[config.mk]
export PLATFORM = sky130hd
export DESIGN_NAME = dma_subbank_regs
export DESIGN_NICKNAME = d
export VERILOG_FILES = /design/src/rtl/dma_sb_pkg.sv /design/src/rtl/dma_sb_decode.sv /design/src/rtl/dma_sb_pointer.sv /design/src/rtl/dma_sb_regs.sv /design/src/rtl/dma_subbank_regs.sv
export SDC_FILE = /design/constraint.sdc
export NUM_CORES = 1
export LEC_CHECK = 0
export BUFFER_PORTS_ARGS = -buffer_cell sky130_fd_sc_hd__buf_2
export CORE_ASPECT_RATIO = 1.4
export CORE_MARGIN = 5
export CORE_UTILIZATION = 52
export CTS_CLUSTER_DIAMETER = 80
export DETAILED_ROUTE_END_ITERATION = 7
export PLACE_DENSITY = 0.77
export RECOVER_POWER = 25
export REMOVE_ABC_BUFFERS = 1
export SYNTH_ARGS = -nofsm -noshare
export SYNTH_HDL_FRONTEND = slang
export SYNTH_HIERARCHICAL = 1
export SYNTH_SLANG_ARGS = --single-unit
[constraint.sdc]
create_clock -name clk_i -period 2.66 [get_ports clk_i]
set_input_delay 0.266 -clock clk_i [delete_from_list [all_inputs] [get_ports clk_i]]
set_output_delay 0.266 -clock clk_i [all_outputs]
set_load 0.02 [all_outputs]
[src/rtl/dma_sb_pkg.sv]
package dma_sb_pkg;
  localparam int DATA_W      = 16;
  localparam int BUS_AW      = 8;
  localparam int NUM_CH      = 6;
  localparam int REGS_PER_CH = 5;

  typedef enum int {
    FLD_SRC  = 0,
    FLD_DST  = 1,
    FLD_CNT  = 2,
    FLD_SFC  = 3,
    FLD_MODE = 4
  } field_e;
endpackage

[src/rtl/dma_sb_decode.sv]
module dma_sb_decode #(
  parameter int          BUS_AW   = 8,
  parameter logic [7:0]  PTR_ADDR = 8'h55,
  parameter logic [7:0]  INC_ADDR = 8'h56,
  parameter logic [7:0]  FIX_ADDR = 8'h57
) (
  input  logic [BUS_AW-1:0] addr_i,
  input  logic              we_i,
  input  logic              re_i,
  output logic              ptr_wr_o,
  output logic              ptr_rd_o,
  output logic              step_o,
  output logic              data_wr_o,
  output logic              data_rd_o
);
  logic hit_ptr, hit_inc, hit_fix;

  assign hit_ptr = (addr_i == BUS_AW'(PTR_ADDR));
  assign hit_inc = (addr_i == BUS_AW'(INC_ADDR));
  assign hit_fix = (addr_i == BUS_AW'(FIX_ADDR));

  assign ptr_wr_o  = we_i & hit_ptr;
  assign ptr_rd_o  = re_i & hit_ptr;
  assign step_o    = (we_i | re_i) & hit_inc;
  assign data_wr_o = we_i & (hit_inc | hit_fix);
  assign data_rd_o = re_i & (hit_inc | hit_fix);

  // at most one target class is selected per cycle
  always_comb begin
    a_r9_single_target: assert ($countones({ptr_wr_o | ptr_rd_o, data_wr_o | data_rd_o}) <= 1)
      else $error("decode selects pointer and data window together");
  end
endmodule

[src/rtl/dma_sb_pointer.sv]
module dma_sb_pointer #(
  parameter int SUB_W = 5
) (
  input  logic             clk_i,
  input  logic             rst_ni,
  input  logic             load_i,
  input  logic [SUB_W-1:0] load_val_i,
  input  logic             step_i,
  output logic [SUB_W-1:0] ptr_o
);
  logic [SUB_W-1:0] ptr_q;

  // load wins over step
  always_ff @(posedge clk_i or negedge rst_ni) begin
    if (!rst_ni)      ptr_q <= '0;
    else if (load_i)  ptr_q <= load_val_i;
    else if (step_i)  ptr_q <= ptr_q + SUB_W'(1);
  end

  assign ptr_o = ptr_q;

  a_r1_ptr_load: assert property (@(posedge clk_i) disable iff (!rst_ni)
    load_i |=> ptr_o == $past(load_val_i));
  a_r2_ptr_step: assert property (@(posedge clk_i) disable iff (!rst_ni)
    (step_i && !load_i) |=> ptr_o == SUB_W'($past(ptr_o) + SUB_W'(1)));
  a_r3_ptr_hold: assert property (@(posedge clk_i) disable iff (!rst_ni)
    (!step_i && !load_i) |=> $stable(ptr_o));
endmodule

[src/rtl/dma_sb_regs.sv]
module dma_sb_regs #(
  parameter int DATA_W = 16,
  parameter int SUB_W  = 5,
  parameter int N_REGS = 5,
  parameter int BASE   = 0
) (
  input  logic                     clk_i,
  input  logic                     rst_ni,
  input  logic [SUB_W-1:0]         sub_i,
  input  logic                     wr_i,
  input  logic [DATA_W-1:0]        wdata_i,
  output logic [DATA_W-1:0]        rdata_o,
  output logic [N_REGS*DATA_W-1:0] regs_o
);
  logic [N_REGS-1:0]              hit;
  logic [N_REGS-1:0][DATA_W-1:0]  rd_part;

  for (genvar k = 0; k < N_REGS; k++) begin : g_reg
    logic [DATA_W-1:0] q;

    assign hit[k] = (sub_i == SUB_W'(BASE + k));

    always_ff @(posedge clk_i or negedge rst_ni) begin
      if (!rst_ni)             q <= '0;
      else if (wr_i && hit[k]) q <= wdata_i;
    end

    assign regs_o[k*DATA_W +: DATA_W] = q;
    assign rd_part[k] = hit[k] ? q : '0;

    a_r4_write_lands: assert property (@(posedge clk_i) disable iff (!rst_ni)
      (wr_i && hit[k]) |=> regs_o[k*DATA_W +: DATA_W] == $past(wdata_i));
    a_r9_hold: assert property (@(posedge clk_i) disable iff (!rst_ni)
      !(wr_i && hit[k]) |=> $stable(regs_o[k*DATA_W +: DATA_W]));
  end

  always_comb begin
    rdata_o = '0;
    for (int k = 0; k < N_REGS; k++) rdata_o |= rd_part[k];
  end

  always_comb begin
    a_r4_onehot_hit: assert ($onehot0(hit)) else $error("overlapping sub-address decode");
  end
endmodule

[src/rtl/dma_subbank_regs.sv]
module dma_subbank_regs
  import dma_sb_pkg::*;
#(
  parameter int          NUM_CH   = dma_sb_pkg::NUM_CH,
  parameter int          DW       = dma_sb_pkg::DATA_W,
  parameter int          AW       = dma_sb_pkg::BUS_AW,
  parameter logic [7:0]  PTR_ADDR = 8'h55,
  parameter logic [7:0]  INC_ADDR = 8'h56,
  parameter logic [7:0]  FIX_ADDR = 8'h57
) (
  input  logic                 clk_i,
  input  logic                 rst_ni,
  input  logic [AW-1:0]        addr_i,
  input  logic [DW-1:0]        wdata_i,
  input  logic                 we_i,
  input  logic                 re_i,
  output logic [DW-1:0]        rdata_o,
  output logic [NUM_CH*DW-1:0] src_o,
  output logic [NUM_CH*DW-1:0] dst_o,
  output logic [NUM_CH*DW-1:0] cnt_o,
  output logic [NUM_CH*DW-1:0] sfc_o,
  output logic [NUM_CH*DW-1:0] mode_o,
  output logic [DW-1:0]        page_o
);
  localparam int RPC      = REGS_PER_CH;
  localparam int N_USED   = NUM_CH * RPC + 1;
  localparam int SUB_W    = $clog2(N_USED);
  localparam int PAGE_SUB = NUM_CH * RPC;

  logic             ptr_wr, ptr_rd, step, data_wr, data_rd;
  logic [SUB_W-1:0] ptr;
  logic [NUM_CH-1:0][RPC*DW-1:0] ch_regs;
  logic [NUM_CH-1:0][DW-1:0]     ch_rd;
  logic [DW-1:0]                 page_rd;
  logic [DW-1:0]                 bank_rd;

  dma_sb_decode #(
    .BUS_AW(AW), .PTR_ADDR(PTR_ADDR), .INC_ADDR(INC_ADDR), .FIX_ADDR(FIX_ADDR)
  ) u_decode (
    .addr_i, .we_i, .re_i,
    .ptr_wr_o(ptr_wr), .ptr_rd_o(ptr_rd), .step_o(step),
    .data_wr_o(data_wr), .data_rd_o(data_rd)
  );

  dma_sb_pointer #(.SUB_W(SUB_W)) u_ptr (
    .clk_i, .rst_ni,
    .load_i(ptr_wr), .load_val_i(wdata_i[SUB_W-1:0]),
    .step_i(step), .ptr_o(ptr)
  );

  for (genvar c = 0; c < NUM_CH; c++) begin : g_ch
    dma_sb_regs #(.DATA_W(DW), .SUB_W(SUB_W), .N_REGS(RPC), .BASE(c*RPC)) u_regs (
      .clk_i, .rst_ni, .sub_i(ptr), .wr_i(data_wr), .wdata_i,
      .rdata_o(ch_rd[c]), .regs_o(ch_regs[c])
    );
    assign src_o [c*DW +: DW] = ch_regs[c][FLD_SRC *DW +: DW];
    assign dst_o [c*DW +: DW] = ch_regs[c][FLD_DST *DW +: DW];
    assign cnt_o [c*DW +: DW] = ch_regs[c][FLD_CNT *DW +: DW];
    assign sfc_o [c*DW +: DW] = ch_regs[c][FLD_SFC *DW +: DW];
    assign mode_o[c*DW +: DW] = ch_regs[c][FLD_MODE*DW +: DW];
  end

  dma_sb_regs #(.DATA_W(DW), .SUB_W(SUB_W), .N_REGS(1), .BASE(PAGE_SUB)) u_page (
    .clk_i, .rst_ni, .sub_i(ptr), .wr_i(data_wr), .wdata_i,
    .rdata_o(page_rd), .regs_o(page_o)
  );

  always_comb begin
    bank_rd = page_rd;
    for (int c = 0; c < NUM_CH; c++) bank_rd |= ch_rd[c];
  end

  always_comb begin
    if (data_rd)     rdata_o = bank_rd;
    else if (ptr_rd) rdata_o = DW'(ptr);
    else             rdata_o = '0;
  end

  // unbacked sub-addresses read as zero
  a_r6_hole_reads_zero: assert property (@(posedge clk_i) disable iff (!rst_ni)
    (data_rd && int'(ptr) >= N_USED) |-> rdata_o == '0);
  // a write to an unbacked sub-address leaves the page register alone
  a_r6_hole_no_write: assert property (@(posedge clk_i) disable iff (!rst_ni)
    (data_wr && int'(ptr) >= N_USED) |=> $stable(page_o));
  // idle read port
  a_r8_idle_zero: assert property (@(posedge clk_i) disable iff (!rst_ni)
    !re_i |-> rdata_o == '0);
endmodule

* Yosys cells after proc, flatten, opt, wreduce, memory -nomap -nowiden *
Index checks and enable logic that the tools add are counted.

word-level totals
  flip-flop bits (word level) = 501
  word-level logic and storage cells = 171

operators by class
  add/subtract/negate cells = 1
  equality and inequality tests = 33
  muxes and demuxes = 35
  bitwise operators = 37
  reduce and logical (&&, ||, !) cells = 33

operators with widths
  kind                                                 count
  2-to-1 mux 16 bit                                    32
  OR 16 bit                                            30
  equality test 5 bit, second input constant           15
  equality test 5 x 4 -> 1 bit, second input constant  8
  logical AND 1 bit                                    31
  equality test 8 x 7 -> 1 bit, second input constant  3
  equality test 5 x 3 -> 1 bit, second input constant  4
  2-to-1 mux 5 bit                                     3
  equality test 5 x 2 -> 1 bit, second input constant  2
  adder 5 x 1 -> 5 bit, second input constant          1
  bitwise AND 1 bit                                    5
  equality test 5 x 1 -> 1 bit, second input constant  1
  zero test 5 bit                                      1
  OR 1 bit                                             2
  nonzero test 2 bit                                   1

* Longest topological paths before layout *
  word-level depth = 13
  gate-level depth with buffers = 9
  gate-level depth less buffers = 6

* By module *
The synthesis kept the hierarchy.

by module, submodules not included
  module                         instances  cells each  area an instance (µm²)
  dma_sb_regs at g_ch[5].u_regs  1          287         3907.5
  dma_sb_regs at g_ch[2].u_regs  1          284         3829.9
  dma_sb_regs at g_ch[3].u_regs  1          238         3808.7
  dma_sb_regs at g_ch[1].u_regs  1          261         3723.6
  dma_sb_regs at g_ch[0].u_regs  1          268         3682.3
  dma_sb_regs at g_ch[4].u_regs  1          250         3667.3
  dma_sb_regs at u_page          1          53          730.7
  dma_subbank_regs               1          55          334.1
  dma_sb_pointer                 1          24          249.0
  dma_sb_decode                  1          10          101.3

* Least setup slack after synthesis *
OpenSTA, ideal clock, no wires.

  path type = input to register
  start = input port addr_i[7]
  end = register g_ch[0].u_regs.g_reg[3].q[10]
  setup time = 125 ps
  data arrival time = 2915 ps
  data required time = 2535 ps
  path slack = -380 ps
  cell stages on the path = 7
  path through = nand4bb_4 > nor3_1 > nor4b_4 > and3_1 > buf_4 > buf_6 > mux2_2

on the way
  word-level cells in the longest chain between the ends = 4

RTL lines
  element                                                 line                                      text
  start: declaration                                      dma_subbank_regs.sv:13                    input logic [AW-1:0] addr_i,
  equality test 8 x 7 -> 1 bit, on equally long branches  dma_sb_decode.sv:19, dma_sb_decode.sv:20
  OR 1 bit *                                              dma_sb_decode.sv:25                       assign data_wr_o = we_i & (hit_inc | hit_fix);
  bitwise AND 1 bit *                                     dma_sb_decode.sv:25
  named net data_wr                                       dma_subbank_regs.sv:30                    logic ptr_wr, ptr_rd, step, data_wr, data_rd;
  logical AND 1 bit *                                     dma_sb_regs.sv:25                         else if (wr_i && hit[k]) q <= wdata_i;
  end signal: assignment                                  dma_sb_regs.sv:25
  end: declaration                                        dma_sb_regs.sv:19                         logic [DATA_W-1:0] q;

Mark *: on every way through the listed nets, which the timed path passes. The rest lies on a longest branch.
A chain may end at the register's enable or synchronous reset.

==> impl_metrics.ini <==
[outcome]
status = finished with violations
failed_checks = capacitance limit, slew limit, setup timing

[route]
detail-route-antenna-nets = 0
detail_route.iter0.violations = 1370
post_drt_wl_per_cell_um = 29.8
drc_errors = 0
route.vias.total = 18814
routed_wire_length_um = 91100
vias_per_cell = 6.16
detailedRoute.firstPassIterationCount = 5

[critical_path]
worst_setup_path_start_kind = flop
worstPathMaxFanout = 4
worst_ep_arrival_time_ps = 2920
setup.worst_path.class = reg -> out
worst-endpoint-required_ps = 2390
critical_path.endpoint_type = output port

[logic_synthesis]
post_syn_area_per_cell_um2 = 13.9
synth.largest_area_cell = dfrtp_1
ys_seq_elements = 501
syn-cell-area_um2 = 24000
synth.yosys.seq_area_share = 0.522
yosys_warnings = 6
synth-edff-count = 0
yosys-top-cells-area = dfrtp_1 (52%), mux2_2 (20%), mux2_4 (4.4%)
synthDistinctLibCells = 74
postSynth.topFlopCell = dfrtp_1
synthDominantCellAreaShare = 0.522
post_synth_inst_count = 1730
ys_async_sr_fraction = 1.00

[finish]
final_cell_count_no_fill = 3056
finish.utilization = 0.680
layout.nets = 2427
mostFrequentLayoutCells = buf_2 (523), dfrtp_1 (498), mux2_2 (432)
insertedDiodeCount = 0
layout_cells_sized_above_1 = 0.605
layout.cells.most_common = buf_2
synthToLayoutAreaGrowth_pct = 29.8

[floorplan]
overall_die_height_um = 264
design.portCount = 540
die_width_um = 192
initial_core_utilization = 0.524
dieArea_um2 = 50700
coreArea_um2 = 45800
fp-row-count = 93

[placed_design]
place.port_buffers = 539
placed_cells_incl_taps = 2925
gp_congestion = 0.913
place_worst_setup_slack_ps = -407
detailed_place_hpwl_um = 64600

[timing]
tightest_slew_ps = 1980
slew-limit-headroom = -0.321
fin_skew_ps = 12.8
postLayoutSetupSlackWorst_ps = -525
grt_setup_unrepaired = true
final.min_clock_period_ps = 3180
finalHoldViolations = 0
maxSlewViolCount = 66
final.period_utilization = 1.20
setup_viol = 16
timing.fmax_mhz = 314

[clocking]
cts-htree-levels = 2
worst_skew_pair_latency_ps = 580
cts_tree = yes
cts_sinks = 501
clk_pin_slew_ps = 60
clock_path_buffers = 3
cts-buffers-inserted = 50
cts.root.buffer_cell = clkbuf_16

[power_and_ir_drop]
combPwrFrac = 0.094
pwr-share-seq = 0.455
intPower_mw = 12.8
sw_power_mw = 4.07
power.ir.vdd_worst_v = 0.000540
finalPower_mw = 16.9
power_density_nw_per_um2 = 541
power_frac_clock = 0.451
power.switching_fraction = 0.241
total_leakage_power_nw = 16.8

[flow_run]
max_cap_violations = 1

[grt]
antenna_violations_before_repair = 0
gr-usage-all-layers = 0.350
grt_first_pass_wirelength_um = 133000
grt_pass1_vias = 19651
maximum_number_of_pins_on_one_net_before_global_route_repair = 92
global_route.overflow_total = 0

[worst_hold_path]
hold_class = in -> reg
## critical path: stages, from the launching register on
cell	delay [ps]
dfrtp_4	510
buf_6	150
buf_6	120
mux4_2	470
a22o_4	270
nor4_4	440
buf_4	190
a21boi_2	60
buf_6	140
## stage by stage
| step | cell area [um2] | hold WS, ps | TNS, ps |
|---|---|---|---|
| after global routing | 31200 | 190 | -14690 |
| after detailed placement | 28200 | 295 | -2480 |
| after global placement | 28200 | 289 | -2120 |
| final | 31200 | 202 | -6620 |
| after CTS | 30800 | 166 | -6850 |
| after floorplan | 23300 | -29.6 | -1694440 |
## layer usage
| layer | GRT usage | vias up | share of wire |
|---|---|---|---|
| li1 | - | 7855 | - |
| met1 | 0.423 | 9730 | 0.36 |
| met2 | 0.577 | 961 | 0.49 |
| met3 | 0.0692 | 268 | 0.076 |
| met4 | 0.214 | 0 | 0.076 |
| met5 | 0 | - | 0 |
## layout make-up
cell class | instances | area, um2
clock buffer | 73 | 1530
clock inverter | 20 | 260
fill | 3354 | 14600
inverter | 4 | 15.0
multi-input combinational | 1113 | 11500
sequential | 501 | 12500
tap | 617 | 772
timing repair buffer | 728 | 4610
## cell families (layout without fill, tap and decap cells)
group | after synthesis | count (layout) | synth area share
AND/OR/NAND/NOR | 259 | 261 | 0.0775
AO/OA/AOI/OAI | 219 | 219 | 0.0630
buffers and inverters | 118 | 825 | 0.0314
multiplexers | 628 | 628 | 0.304
flip-flops | 501 | 501 | 0.522
XOR/XNOR | 4 | 4 | 0.00146
adder cells (fa/ha/maj) | 1 | 1 | 0.000521
## Yosys cell counts, types with 5 or more instances
master    number
nand3b_1      22
buf_2         35
nand3_1       43
mux2_1        12
nand2b_1       7
nand3_2        5
a21oi_1       19
nor3b_1        7
and2_1        17
dfrtp_1      501
mux2i_1      104
o22ai_1       42
a22o_1        10
buf_6         23
a22oi_1       14
nor4_1        17
clkbuf_1      33
a221o_1       10
mux2_2       432
nor2b_1       28
o21ai_0       37
a31oi_1       12
and3_1        11
a32oi_1       10
nand2_1        7
a21boi_1      11
nand4_1        8
a211oi_1      13
a21o_1        32
nor3b_2        5
a211o_1        6
nor3_1        21
nor2_1        13
buf_4         17
mux4_2        10
mux2_4        70
## repair_timing
| action | 4_1_cts | 5_1_grt |
|---|---|---|
| gates resized for setup | 152 | 55 |
| hold buffers | 1 | 0 |
| setup endpoints to repair | 16 | 16 |
| pin swaps | 27 | 29 |
| endpoints found under the hold margin | 53 | 0 |
| cloned | 2 | 2 |
| setup buffers | 20 | 13 |
## sequential cells by signal, indices dropped and copies added, names as in the netlist
signal           flops
g_ch.u_regs/g.q    480
u_page/regs_o       16
u_ptr/ptr_o          5
## worst paths after layout
kind	slack (ps)	start	end	cells past startpoint
min in group asynchronous	790	rst_ni	g_ch[0].u_regs/g_reg[4].q[8]$_DFFE_PN0P_	2
min	200	addr_i[0]	u_ptr/ptr_o[0]$_DFFE_PN0P_	4
max reg2reg	270	u_ptr/ptr_o[1]$_DFFE_PN0P_	g_ch[4].u_regs/g_reg[0].q[3]$_DFFE_PN0P_	7
max in group asynchronous	300	rst_ni	g_ch[3].u_regs/g_reg[1].q[4]$_DFFE_PN0P_	3
min reg2reg	520	g_ch[3].u_regs/g_reg[0].q[4]$_DFFE_PN0P_	g_ch[3].u_regs/g_reg[0].q[4]$_DFFE_PN0P_	1
max	-520	u_ptr/ptr_o[0]$_DFFE_PN0P_	rdata_o[7]	8
## power groups by stage
stage | combinational (mW) | clock [mW] | sequential [mW]
global route | 1.66 | 8.01 | 7.69
CTS | 1.50 | 7.71 | 7.69
finish | 1.58 | 7.62 | 7.69
global placement | 1.34 | 0 | 7.84
floorplan | 0.459 | 0 | 8.05
detailed placement | 1.35 | 0 | 7.84
Power figures use the tool's default switching activity.
